[src/rtl/uart_os_rx_pkg.sv]
package uart_os_rx_pkg;
   typedef enum logic [2:0] {
      RX_IDLE  = 3'd0,
      RX_START = 3'd1,
      RX_DATA  = 3'd2,
      RX_PAR   = 3'd3,
      RX_STOP  = 3'd4,
      RX_HOLD  = 3'd5
   } rx_state_e;

   localparam int OSR       = 16;
   localparam int MID_COUNT = OSR / 2 - 1;
   localparam int END_COUNT = OSR - 1;
endpackage

[src/rtl/uart_os_rx_baud.sv]
module uart_os_rx_baud #(
   parameter int CLK_DIV = 4
) (
   input  logic clk,
   input  logic rst_n,
   output logic tick
);
   localparam int CW = (CLK_DIV > 2) ? $clog2(CLK_DIV) : 1;
   localparam logic [CW-1:0] LAST = CW'(CLK_DIV - 1);

   initial begin
      if (CLK_DIV < 2) $error("CLK_DIV must be at least 2");
   end

   logic [CW-1:0] div_q;

   always_ff @(posedge clk or negedge rst_n) begin
      if (!rst_n) begin
         div_q <= '0;
         tick  <= 1'b0;
      end else begin
         tick <= (div_q == LAST);
         if (div_q == LAST) div_q <= '0;
         else               div_q <= div_q + 1'b1;
      end
   end

   // ticks are single-cycle pulses, spaced by the divider
   a_r1_tick_single: assert property (@(posedge clk) disable iff (!rst_n)
      tick |=> !tick);
endmodule

[src/rtl/uart_os_rx_sync.sv]
module uart_os_rx_sync #(
   parameter int STAGES = 2
) (
   input  logic clk,
   input  logic rst_n,
   input  logic din,
   output logic dout
);
   initial begin
      if (STAGES < 2) $error("STAGES must be at least 2");
   end

   logic [STAGES-1:0] chain_q;

   generate
      for (genvar g = 0; g < STAGES; g++) begin : g_stage
         if (g == 0) begin : g_first
            always_ff @(posedge clk or negedge rst_n) begin
               if (!rst_n) chain_q[0] <= 1'b1;
               else        chain_q[0] <= din;
            end
         end else begin : g_rest
            always_ff @(posedge clk or negedge rst_n) begin
               if (!rst_n) chain_q[g] <= 1'b1;
               else        chain_q[g] <= chain_q[g-1];
            end
         end
      end
   endgenerate

   assign dout = chain_q[STAGES-1];
endmodule

[src/rtl/uart_os_rx_core.sv]
module uart_os_rx_core
   import uart_os_rx_pkg::*;
#(
   parameter int BYTE_W = 8
) (
   input  logic              clk,
   input  logic              rst_n,
   input  logic              tick,
   input  logic              rxs,
   input  logic [1:0]        cfg_bits,
   input  logic [2:0]        cfg_par,
   input  logic [1:0]        cfg_stop,
   output logic              done,
   output logic [BYTE_W-1:0] dout,
   output logic              perr,
   output logic              ferr
);
   localparam int IW = $clog2(BYTE_W);

   initial begin
      if (BYTE_W != 8) $error("BYTE_W must be 8");
   end

   rx_state_e         st_q;
   logic [3:0]        cnt_q;
   logic [IW-1:0]     idx_q;
   logic [IW-1:0]     last_idx_q;
   logic [BYTE_W-1:0] sh_q;
   logic [2:0]        par_q;
   logic [1:0]        stop_q;
   logic              stop2_q;
   logic              perr_q;
   logic              ferr_q;
   logic              exp_par;
   logic              two_stop;
   logic              f_now;
   logic              at_mid;
   logic              at_end;

   assign at_mid   = (cnt_q == 4'(MID_COUNT));
   assign at_end   = (cnt_q == 4'(END_COUNT));
   assign two_stop = stop_q[1];
   assign f_now    = ferr_q | ~rxs;

   always_comb begin
      unique case (par_q[1:0])
         2'd0:    exp_par = ^sh_q;
         2'd1:    exp_par = ~^sh_q;
         2'd2:    exp_par = 1'b0;
         default: exp_par = 1'b1;
      endcase
   end

   always_ff @(posedge clk or negedge rst_n) begin
      if (!rst_n) begin
         st_q       <= RX_IDLE;
         cnt_q      <= '0;
         idx_q      <= '0;
         last_idx_q <= '0;
         sh_q       <= '0;
         par_q      <= '0;
         stop_q     <= '0;
         stop2_q    <= 1'b0;
         perr_q     <= 1'b0;
         ferr_q     <= 1'b0;
         done       <= 1'b0;
         dout       <= '0;
         perr       <= 1'b0;
         ferr       <= 1'b0;
      end else begin
         done <= 1'b0;
         if (tick) begin
            unique case (st_q)
               RX_IDLE: begin
                  if (!rxs) begin
                     st_q    <= RX_START;
                     cnt_q   <= '0;
                     sh_q    <= '0;
                     perr_q  <= 1'b0;
                     ferr_q  <= 1'b0;
                     stop2_q <= 1'b0;
                     par_q   <= cfg_par;
                     stop_q  <= cfg_stop;
                     unique case (cfg_bits)
                        2'd0:    last_idx_q <= IW'(5);
                        2'd1:    last_idx_q <= IW'(6);
                        default: last_idx_q <= IW'(7);
                     endcase
                  end
               end
               RX_START: begin
                  if (at_mid) begin
                     cnt_q <= '0;
                     idx_q <= '0;
                     st_q  <= rxs ? RX_IDLE : RX_DATA;
                  end else cnt_q <= cnt_q + 1'b1;
               end
               RX_DATA: begin
                  if (at_end) begin
                     cnt_q       <= '0;
                     sh_q[idx_q] <= rxs;
                     idx_q       <= idx_q + 1'b1;
                     if (idx_q == last_idx_q) st_q <= par_q[2] ? RX_PAR : RX_STOP;
                  end else cnt_q <= cnt_q + 1'b1;
               end
               RX_PAR: begin
                  if (at_end) begin
                     cnt_q  <= '0;
                     perr_q <= (rxs != exp_par);
                     st_q   <= RX_STOP;
                  end else cnt_q <= cnt_q + 1'b1;
               end
               RX_STOP: begin
                  if (at_end) begin
                     cnt_q <= '0;
                     if (two_stop && !stop2_q) begin
                        stop2_q <= 1'b1;
                        ferr_q  <= f_now;
                     end else begin
                        done <= 1'b1;
                        dout <= sh_q;
                        perr <= perr_q;
                        ferr <= f_now;
                        st_q <= (stop_q == 2'd1) ? RX_HOLD : RX_IDLE;
                     end
                  end else cnt_q <= cnt_q + 1'b1;
               end
               RX_HOLD: begin
                  if (at_mid) begin
                     cnt_q <= '0;
                     st_q  <= RX_IDLE;
                  end else cnt_q <= cnt_q + 1'b1;
               end
               default: st_q <= RX_IDLE;
            endcase
         end
      end
   end

   // a high line at the mid-start check sends the receiver back to idle
   a_r2_glitch_idle: assert property (@(posedge clk) disable iff (!rst_n)
      (tick && st_q == RX_START && at_mid && rxs) |=> (st_q == RX_IDLE));

   // the bit index never passes the configured last bit while in data state
   a_r3_idx_bound: assert property (@(posedge clk) disable iff (!rst_n)
      (st_q == RX_DATA) |-> (idx_q <= last_idx_q));

   // the half-stop wait is entered only in one-and-a-half stop mode
   a_r6_hold_mode: assert property (@(posedge clk) disable iff (!rst_n)
      (st_q == RX_HOLD) |-> (stop_q == 2'd1));

   // a frame only completes on a sampling tick
   a_r1_done_on_tick: assert property (@(posedge clk) disable iff (!rst_n)
      done |-> $past(tick));
endmodule

[src/rtl/uart_os_rx.sv]
module uart_os_rx #(
   parameter int CLK_DIV     = 4,
   parameter int SYNC_STAGES = 2,
   parameter int BYTE_W      = 8
) (
   input  logic              clk,
   input  logic              rst_n,
   input  logic              rx_line,
   input  logic [1:0]        cfg_bits,
   input  logic [2:0]        cfg_par,
   input  logic [1:0]        cfg_stop,
   input  logic              rx_received,
   output logic [BYTE_W-1:0] rx_data,
   output logic              rx_ready,
   output logic              par_err,
   output logic              frm_err,
   output logic              overrun
);
   logic              tick;
   logic              rxs;
   logic              fr_done;
   logic [BYTE_W-1:0] fr_data;
   logic              fr_perr;
   logic              fr_ferr;

   uart_os_rx_baud #(.CLK_DIV(CLK_DIV)) baud_i (
      .clk(clk), .rst_n(rst_n), .tick(tick));

   uart_os_rx_sync #(.STAGES(SYNC_STAGES)) sync_i (
      .clk(clk), .rst_n(rst_n), .din(rx_line), .dout(rxs));

   uart_os_rx_core #(.BYTE_W(BYTE_W)) core_i (
      .clk(clk), .rst_n(rst_n), .tick(tick), .rxs(rxs),
      .cfg_bits(cfg_bits), .cfg_par(cfg_par), .cfg_stop(cfg_stop),
      .done(fr_done), .dout(fr_data), .perr(fr_perr), .ferr(fr_ferr));

   always_ff @(posedge clk or negedge rst_n) begin
      if (!rst_n) begin
         rx_data  <= '0;
         rx_ready <= 1'b0;
         par_err  <= 1'b0;
         frm_err  <= 1'b0;
         overrun  <= 1'b0;
      end else if (fr_done) begin
         rx_data  <= fr_data;
         par_err  <= fr_perr;
         frm_err  <= fr_ferr;
         rx_ready <= 1'b1;
         overrun  <= rx_ready & ~rx_received;
      end else if (rx_received) begin
         rx_ready <= 1'b0;
         overrun  <= 1'b0;
      end
   end

   // an acknowledge with no new frame clears ready
   a_r7_ack_clears: assert property (@(posedge clk) disable iff (!rst_n)
      (rx_received && !fr_done) |=> !rx_ready);

   // ready only rises when a frame has completed
   a_r7_ready_source: assert property (@(posedge clk) disable iff (!rst_n)
      $rose(rx_ready) |-> $past(fr_done));

   // a frame landing on an unacknowledged byte flags overrun
   a_r8_overrun_set: assert property (@(posedge clk) disable iff (!rst_n)
      (fr_done && rx_ready && !rx_received) |=> (overrun && rx_ready));

   // overrun never stands without a buffered byte
   a_r8_overrun_ready: assert property (@(posedge clk) disable iff (!rst_n)
      overrun |-> rx_ready);
endmodule

[config.mk]
export PLATFORM = sky130hd
export DESIGN_NAME = uart_os_rx
export DESIGN_NICKNAME = d
export VERILOG_FILES = /design/src/rtl/uart_os_rx_pkg.sv /design/src/rtl/uart_os_rx_baud.sv /design/src/rtl/uart_os_rx_sync.sv /design/src/rtl/uart_os_rx_core.sv /design/src/rtl/uart_os_rx.sv
export SDC_FILE = /design/constraint.sdc
export NUM_CORES = 1
export LEC_CHECK = 0
export CORE_MARGIN = 5
export CORE_UTILIZATION = 50
export DETAILED_ROUTE_END_ITERATION = 8
export HOLD_SLACK_MARGIN = 0.1
export PLACE_DENSITY = 0.74
export RECOVER_POWER = 50
export SETUP_SLACK_MARGIN = 0.02
export SKIP_LAST_GASP = 1
export SLEW_MARGIN = 15
export SYNTH_ARGS = -nofsm -noshare
export SYNTH_HDL_FRONTEND = slang
export SYNTH_SLANG_ARGS = --single-unit
export TNS_END_PERCENT = 1
[constraint.sdc]
create_clock -name clk -period 2.34 [get_ports clk]
set_input_delay 0.468 -clock clk [delete_from_list [all_inputs] [get_ports clk]]
set_output_delay 0.468 -clock clk [all_outputs]
set_load 0.03 [all_outputs]
==> results of run 1 <==
-- through the flow --
stage / worst slack [ns] / cells / total power, W / instance area (um^2)
2_1_floorplan: 0.4062 / 252 / 0.001523 / 2765
3_3_place_gp: 0.2285 / 338 / 0.001632 / 3057
3_5_place_dp: 0.1782 / 338 / 0.001636 / 3057
4_1_cts: 0.1701 / 354 / 0.002663 / 3277
5_1_grt: 0.1001 / 354 / 0.002792 / 3263
6_report: 0.2568 / 354 / 0.002626 / 3263
-- state kept, by name, summed over array words and instances (netlist names), 2 cells and up --
signal	cells
baud_i.div_q	2
core_i.cnt_q	4
core_i.dout	8
core_i.idx_q	3
core_i.last_idx_q	3
core_i.par_q	3
core_i.sh_q	8
core_i.st_q	3
core_i.stop_q	2
rx_data	8
-- area by class of cell --
type / count / area, um^2
Fill cell: 456 / 2176
Sequential cell: 57 / 1429
Multi-Input combinational cell: 170 / 1221
Timing Repair Buffer: 29 / 265.3
Clock buffer: 11 / 141.4
Tap cell: 72 / 90.09
Clock inverter: 5 / 78.83
Inverter: 10 / 37.54
-- what timing repair did --
item / 4_1_cts / 5_1_grt
resized for setup: 0 / 1
hold buffers: 0 / 0
setup endpoints to repair: 0 / 3
buffers inserted: 0 / 0
hold endpoints to repair: 0 / 0
-- placed cells by master (no fill, tap or decap), types with 3 or more instances in the layout --
cell type and instances:
nor3_1 4, nor2_1 18, nand2_1 16, o21ai_0 19
a31oi_1 7, xnor2_1 8, nand2b_1 3, or3_1 4
inv_1 10, o41ai_2 5, nor2b_1 3, nand3_1 6
a21oi_1 14, buf_4 6, xor2_1 5, o211ai_1 5
clkdlybuf4s50_1 20, dfrtp_1 55, clkbuf_8 10, mux2_2 24
ha_1 3
-- logic make-up after synthesis --
logic type,share of synthesized area
XOR/XNOR,0.04118
AND/OR/NAND/NOR,0.1095
buffers and inverters,0.04208
flip-flops,0.5167
AO/OA/AOI/OAI,0.1720
multiplexers,0.1050
adder cells (fa/ha/maj),0.01358
-- critical path: stages, from the launching register on --
cell and delay (ns):
dfrtp_1 0.37, ha_1 0.25, and3_2 0.33, o2111ai_4 0.19, or3_1 0.58, o41ai_2 0.26
-- final timing paths --
check	startpoint	endpoint	slack, ns	cells after the start
worst max-delay path	core_i.cnt_q[0]	core_i.sh_q[4]	0.26	5
worst min-delay path	sync_i.chain_q[0]	sync_i.dout	0.36	0
worst max register to register	core_i.cnt_q[0]	core_i.sh_q[4]	0.26	5
worst min register to register	sync_i.chain_q[0]	sync_i.dout	0.36	0
max in group asynchronous	rst_n	core_i.ferr	1.00	2
min in group asynchronous	rst_n	core_i.cnt_q[1]	0.52	2
-- routing by layer --
metal  vias up  part of all wire  global-route usage
li1        963                 -                   -
met1       923              0.45              0.2010
met2        43              0.47              0.2446
met3        10             0.051             0.05005
met4         0             0.024             0.07770
met5         -                 0                   0
-- power by group through the flow --
stage	Combinational, W	Sequential (W)	Clock [W]
2_1_floorplan	0.000381	0.00114	0
3_3_place_gp	0.000408	0.00122	0
3_5_place_dp	0.000412	0.00122	0
4_1_cts	0.000416	0.00121	0.00104
5_1_grt	0.000481	0.00123	0.00109
6_report	0.000412	0.00121	0.00101
==> flow_summary_export.csv, run 1 <==
group,metric,value,unit
critical_path,required,2.57,ns
route,first_iter_violations,105,
clocking,cts_max_path_buffers,2,
logic_synthesis,synth_common_cells,"dfrtp_1, mux2_2, o21ai_0",
sta,slew_viol_final,0,
grt,grt_pass1_wl,8.928,mm
route,via_per_inst,5.477,
route,wirelength,5.007,mm
grt,grt_max_degree,58,
floorplanning,die_y,84.37,um
sta,holdWs,0.3588,ns
run,cap_violations,0,
logic_synthesis,yosysTopAreaCell,"dfrtp_1",
logic_synthesis,ys_ff_latch,57,
logic_synthesis,ys_top_cells_by_area,"dfrtp_1, mux2_2, o21ai_0, o41ai_2, a21oi_1",
logic_synthesis,netlist.area_leader.share,0.4977,
critical_path,crit_path_end_kind,"flop",
critical_path,crit_fanout,9,
clocking,root_buffer,"clkbuf_8",
logic_synthesis,netlist_area,0.002765,mm^2
clocking,clock_sink_count,57,
route,routedWlPerCell,14.14,um
grt,grt.total_usage,0.1582,
power_and_ir_drop,seq_power_share,0.460,
sta,max_slew_margin,0.08927,
power_and_ir_drop,p_switching,0.0007556,W
grt,overflow,0,
cells_and_area,area_delta_synth_final,18.01,%
logic_synthesis,synthFlopType,"dfrtp_1",
place,place.port_buffers,22,
route,vias,1939,
cells_and_area,antenna_cells,0,
sta,fmax,480.0,MHz
power_and_ir_drop,ir_worst_vdd,0.4254,mV
floorplanning,die_w,84.37,um
logic_synthesis,synthMostInstantiatedCell,"dfrtp_1",
power_and_ir_drop,internal-power,0.001870,W
cells_and_area,nets,291,
power_and_ir_drop,p_leak,1.475,nW
logic_synthesis,synth_edf_count,0,
logic_synthesis,syn_nets,266,
run_status,status,"completed",
clocking,cts_tree,"done",
floorplanning,initial_core_util,0.5084,
critical_path,arrival,2.32,ns
logic_synthesis,synth_warnings,0,
sta,rsz0062_at_grt,"false",
sta,clock_skew,0.007017,ns
logic_synthesis,async_flop_share,1.000,
cells_and_area,utilization,0.6000,
logic_synthesis,syn_inst,252,
power_and_ir_drop,switching_share,0.2878,
sta,worst_pin_slew,1.366,ns
route,ant_nets,0,
sta,fin_crit,2.083,ns
logic_synthesis,synth.distinct_cells,44,
sta,hold_violations,0,
grt,first_global_vias,1901,
sta,setup_tns,0,ns
grt,antenna_found_initial,0,
floorplanning,io_pins,23,
place,gp_congestion,0.8696,
min_path,hp-class,"flop to flop",
floorplanning,coreArea,0.005439,mm^2
power_and_ir_drop,pwr-share-clk,0.383,
power_and_ir_drop,p_comb_frac,0.157,
sta,period_share,0.8902,
route,drc,0,
clocking,clkTransAtPathRegs,0.06,ns
route,drtPass1Iterations,4,
power_and_ir_drop,power.density,804.7,mW/mm^2
clocking,cts_made_buffers,9,
logic_synthesis,syn_avg_cell_area,10.97,um^2
clocking,cts_max_level,3,
place,dp_hpwl,3.389,mm
floorplanning,die_area,0.007117,mm^2
critical_path,cp-start-kind,"flop",
sta,setup_violations,0,
clocking,worstSkewPairLatency,0.34,ns
critical_path,path_class,"flop to flop",
logic_synthesis,seq_area_frac_synth,0.5167,
cells_and_area,layout-drive-gt1-share,0.2199,
floorplanning,rows,27,
(Power assumes the default switching activity.)
==> run 2: changes to the inputs <==
CORE_MARGIN = 4   (was 5)
PLACE_DENSITY = 0.7   (was 0.74)
==> run 2 against run 1 <==
Net effect: final area is 0.69% lower; clock power is 22% lower; worst setup slack worse by 0.023 ns; largest cell class unchanged.
==> flow_summary_export.csv, run 2 (same netlist as run 1, synthesis figures left out) <==
group,metric,value,unit
route,vias,1964,
critical_path,cp-start-kind,"flop",
sta,holdWs,0.3584,ns
floorplanning,coreArea,0.005238,mm^2
critical_path,slowest_stage,"or3_1",
cells_and_area,fillCellCount,430,
critical_path,arrival,2.35,ns
grt,grt_pass1_wl,9.459,mm
floorplanning,initial_core_util,0.5280,
route,wirelength,5.325,mm
route,drtPass1Iterations,6,
clocking,cts_made_buffers,9,
cells_and_area,nets,293,
sta,worst_pin_slew,1.435,ns
route,via_per_inst,5.548,
critical_path,critPathMaxStageDelay,0.58,ns
critical_path,crit_path_end,"core_i.sh_q[0]",
sta,slew_viol_final,0,
critical_path,rr_endpoint,"core_i.sh_q[0]",
critical_path,path_depth,5,
route,ant_nets,0,
cells_and_area,utilization,0.6187,
clocking,cts_tree,"done",
place,dp_hpwl,3.674,mm
grt,first_global_vias,1945,
sta,max_slew_margin,0.04325,
critical_path,r2r-start,"core_i.cnt_q[0]",
critical_path,r2r_slack,0.23,ns
critical_path,crit_path_end_kind,"flop",
sta,setup_tns,0,ns
clocking,post-cts-setup-buffer-count,0,
place,place.port_buffers,22,
floorplanning,die_y,82.37,um
grt,overflow,0,
sta,hold_violations,0,
route,drc,0,
grt,grt.total_usage,0.1890,
grt,antenna_found_initial,0,
min_path,hp-class,"flop to flop",
cells_and_area,layout-drive-gt1-share,0.2254,
sta,setup_violations,0,
critical_path,crit_fanout,9,
cells_and_area,top_regs,"core_i.dout: 8 flops, core_i.sh_q: 8 flops, rx_data: 8 flops",
sta,rsz0062_at_grt,"false",
clocking,root_buffer,"clkbuf_8",
critical_path,required,2.58,ns
cells_and_area,layout_common_cells,"dfrtp_1, mux2_2, clkdlybuf4s50_1",
place,dp.cells,338,
cells_and_area,final_common_cell,"dfrtp_1",
critical_path,reg2reg_depth,5,
clocking,clkTransAtPathRegs,0.06,ns
power_and_ir_drop,ir_worst_vdd,0.4703,mV
run,cap_violations,0,
clocking,worstSkewPairLatency,0.35,ns
power_and_ir_drop,power.density,751.5,mW/mm^2
critical_path,cp_cell_sequence,"ha_1, and3_2, o2111ai_4, or3_1, o41ai_2",
route,routedWlPerCell,15.04,um
critical_path,path_class,"flop to flop",
critical_path,startpoint,"core_i.cnt_q[0]",
sta,fin_crit,2.107,ns
clocking,cts_max_path_buffers,2,
run_status,status,"completed",
cells_and_area,area_delta_synth_final,17.19,%
floorplanning,io_pins,23,
critical_path,critPathBufInv,0,
route,first_iter_violations,137,
place,gp_congestion,0.9090,
clocking,clock_sink_count,57,
cells_and_area,final_cells,354,
critical_path,crit_family,"simple AND/OR/NAND/NOR gates",
floorplanning,die_w,82.37,um
power_and_ir_drop,p_leak,1.459,nW
sta,fmax,474.7,MHz
clocking,cts_max_level,3,
floorplanning,die_area,0.006784,mm^2
sta,period_share,0.9002,
cells_and_area,antenna_cells,0,
grt,grt_max_degree,34,
sta,clock_skew,0.005808,ns
floorplanning,rows,26,
## run 2: repair_timing
action / 4_1_cts / 5_1_grt
endpoints found under the setup margin: 0 / 6
hold buffers: 0 / 0
hold endpoints to repair: 0 / 0
resized for setup: 0 / 1
## run 2: how the worst min path moves through the flow
stage                     slack (ns)         startpoint              end  cells past startpoint
after global routing            0.37  sync_i.chain_q[0]      sync_i.dout                      0
final                           0.36  sync_i.chain_q[0]      sync_i.dout                      0
after global placement          0.35  sync_i.chain_q[0]      sync_i.dout                      0
after detailed placement        0.35  sync_i.chain_q[0]      sync_i.dout                      0
after CTS                       0.13              rst_n  baud_i.div_q[1]                      1
after floorplan                 0.17              rst_n  baud_i.div_q[0]                      0
## run 2: worst register-to-register path, stage by stage (launching register included)
cell	delay, ns
dfrtp_1	0.38
ha_1	0.27
and3_2	0.33
o2111ai_4	0.19
or3_1	0.58
o41ai_2	0.26
## run 2: stage by stage
| step | power, W | worst slack, ns | instance area [um^2] |
|---|---|---|---|
| 2_1_floorplan | 0.001523 | 0.4062 | 2765 |
| 3_3_place_gp | 0.001643 | 0.2240 | 3069 |
| 3_5_place_dp | 0.001659 | 0.1726 | 3069 |
| 4_1_cts | 0.002462 | 0.1499 | 3241 |
| 5_1_grt | 0.002592 | 0.08412 | 3241 |
| 6_report | 0.002435 | 0.2334 | 3241 |
## run 2: metal layers
layer / track usage / part of all wire / vias to the layer above
met4: 0.07973 / 0.014 / 0
met3: 0.06182 / 0.045 / 7
li1: - / - / 959
met1: 0.2493 / 0.47 / 957
met2: 0.2853 / 0.47 / 41
met5: 0 / 0 / -
## run 2: power breakdown
part | internal, W | switching [W] | leakage, nW
combinational | 0.000192 | 0.000271 | 0.627
clock | 0.000380 | 0.000411 | 0.0850
sequential | 0.00106 | 0.000117 | 0.747
## run 2: area by class of cell
class	instances	area, um^2	area share
repair buffers	31	294.0	0.09073
clock inverters	7	47.55	0.01467
flip-flops and latches	57	1429	0.4409
clock buffers	9	123.9	0.03822
inverters	10	37.54	0.01158
well taps	70	87.58	0.02703
multi-input cells	170	1221	0.3768
==> run 3: changes to the inputs <==
MAX_ROUTING_LAYER = met4   (was default)
==> run 3 against run 2 <==
Net effect: wire length barely moved; clock power barely moved; sequential power barely moved; clock-buffer cell count did not move; largest cell class unchanged; critical path type unchanged; core utilization did not move; critical endpoint unchanged; via count rose by 0.25%.
==> flow_summary_export.csv, run 3 (same netlist as run 1, synthesis figures left out) <==
group,metric,value,unit
route,via_per_inst,5.562,
sta,max_slew_margin,0.04422,
cells_and_area,top_regs,"core_i.dout: 8 flops, core_i.sh_q: 8 flops, rx_data: 8 flops",
floorplanning,initial_core_util,0.5280,
sta,period_share,0.9043,
critical_path,reg2reg_depth,5,
power_and_ir_drop,internal-power,0.001637,W
power_and_ir_drop,power.density,751.8,mW/mm^2
clocking,clock_sink_count,57,
place,dp.cells,338,
clocking,hold_buffers,0,
floorplanning,rows,26,
critical_path,critPathBufInv,0,
grt,first_global_vias,1945,
place,dp_hpwl,3.674,mm
floorplanning,die_area,0.006784,mm^2
clocking,post-cts-setup-buffer-count,0,
grt,antenna_found_initial,0,
sta,setup_tns,0,ns
floorplanning,coreArea,0.005238,mm^2
route,vias,1969,
grt,grt_max_degree,34,
cells_and_area,antenna_cells,0,
cells_and_area,nets,293,
route,ant_nets,0,
route,wirelength,5.324,mm
grt,grt.total_usage,0.1946,
route,drtPass1Iterations,4,
cells_and_area,final_common_cell,"dfrtp_1",
grt,overflow,0,
clocking,worstSkewPairLatency,0.34,ns
cells_and_area,layout_common_cells,"dfrtp_1, mux2_2, clkdlybuf4s50_1",
critical_path,crit_fanout,9,
floorplanning,die_y,82.37,um
critical_path,path_depth,5,
place,gp_congestion,0.9246,
clocking,clkTransAtPathRegs,0.06,ns
critical_path,cp_cell_sequence,"ha_1, and3_2, o2111ai_4, or3_1, o41ai_2",
clocking,cts_resized,0,
floorplanning,die_w,82.37,um
clocking,cts_max_path_buffers,2,
run,cap_violations,0,
clocking,cts_tree,"done",
critical_path,required,2.58,ns
sta,fmax,472.6,MHz
grt,grt_pass1_wl,9.480,mm
critical_path,crit_path_end_kind,"flop",
clocking,root_buffer,"clkbuf_8",
place,place.port_buffers,22,
sta,fin_crit,2.116,ns
critical_path,arrival,2.36,ns
power_and_ir_drop,p_leak,1.459,nW
route,first_iter_violations,141,
critical_path,crit_family,"simple AND/OR/NAND/NOR gates",
floorplanning,io_pins,23,
power_and_ir_drop,p_switching,0.0007996,W
critical_path,r2r_slack,0.22,ns
power_and_ir_drop,p_comb_frac,0.191,
sta,rsz0062_at_grt,"false",
power_and_ir_drop,ir_worst_vdd,0.4707,mV
cells_and_area,area_delta_synth_final,17.19,%
cells_and_area,final_cells,354,
route,routedWlPerCell,15.04,um
route,drc,0,
sta,holdWs,0.3584,ns
sta,hold_violations,0,
clocking,cts_made_buffers,9,
cells_and_area,layout-drive-gt1-share,0.2254,
power_and_ir_drop,seq_power_share,0.485,
critical_path,critPathMaxStageDelay,0.58,ns
sta,slew_viol_final,0,
power_and_ir_drop,pwr-share-clk,0.324,
sta,worst_pin_slew,1.434,ns
run_status,status,"completed",
min_path,min_delay_path_depth,0,
power_and_ir_drop,switching_share,0.3282,
critical_path,slowest_stage,"or3_1",
sta,clock_skew,0.005806,ns
critical_path,cp-start-kind,"flop",
critical_path,path_class,"flop to flop",
sta,setup_violations,0,
clocking,cts_max_level,3,
min_path,hp-class,"flop to flop",
[run 3: cell counts in the layout (fill, tap and decap cells not counted)]
No cell type changed its count.
[run 3: metrics by stage]
step | instance area (um^2) | utilization | setup WS [ns] | total power [W]
2_1_floorplan | 2765 | - | 0.4062 | 0.001523
3_3_place_gp | 3069 | 0.5860 | 0.2240 | 0.001643
3_5_place_dp | 3069 | 0.5860 | 0.1726 | 0.001659
4_1_cts | 3241 | 0.6187 | 0.1499 | 0.002462
5_1_grt | 3241 | 0.6187 | 0.08412 | 0.002592
6_report | 3241 | 0.6187 | 0.2239 | 0.002436
[run 3: cell type report]
type                            instances  area [um^2]
Tap cell                               70        87.58
Fill cell                             430         1997
Timing Repair Buffer                   31        294.0
Clock buffer                            9        123.9
Multi-Input combinational cell        170         1221
Sequential cell                        57         1429
Clock inverter                          7        47.55
Inverter                               10        37.54
[run 3: worst paths after layout]
check | from | to
worst max register to register | core_i.cnt_q[0] | core_i.sh_q[0]
max in group asynchronous | rst_n | rx_data[1]
min in group asynchronous | rst_n | baud_i.div_q[1]
worst min register to register | sync_i.chain_q[0] | sync_i.dout
worst max-delay path | core_i.cnt_q[0] | core_i.sh_q[0]
worst min-delay path | sync_i.chain_q[0] | sync_i.dout
[run 3: worst reg2reg max path: stages, from the launching register on]
cell and delay (ns):
dfrtp_1 0.38, ha_1 0.27, and3_2 0.34, o2111ai_4 0.19
or3_1 0.58, o41ai_2 0.26
[run 3: layer usage]
metal  global-route usage  vias up  part of all wire
li1                     -      960                 -
met1               0.2500      953              0.48
met2               0.2853       47              0.46
met3              0.06182        9             0.044
met4              0.07973        0             0.018
met5                    -        -                 0
[run 3: power by group through the flow]
| stage | Sequential, W | Clock, W | Combinational [W] |
|---|---|---|---|
| 3_3_place_gp | 0.00120 | 0 | 0.000447 |
| 6_report | 0.00118 | 0.000789 | 0.000464 |
| 3_5_place_dp | 0.00120 | 0 | 0.000460 |
| 5_1_grt | 0.00120 | 0.000870 | 0.000525 |
| 2_1_floorplan | 0.00114 | 0 | 0.000381 |
| 4_1_cts | 0.00118 | 0.000815 | 0.000465 |
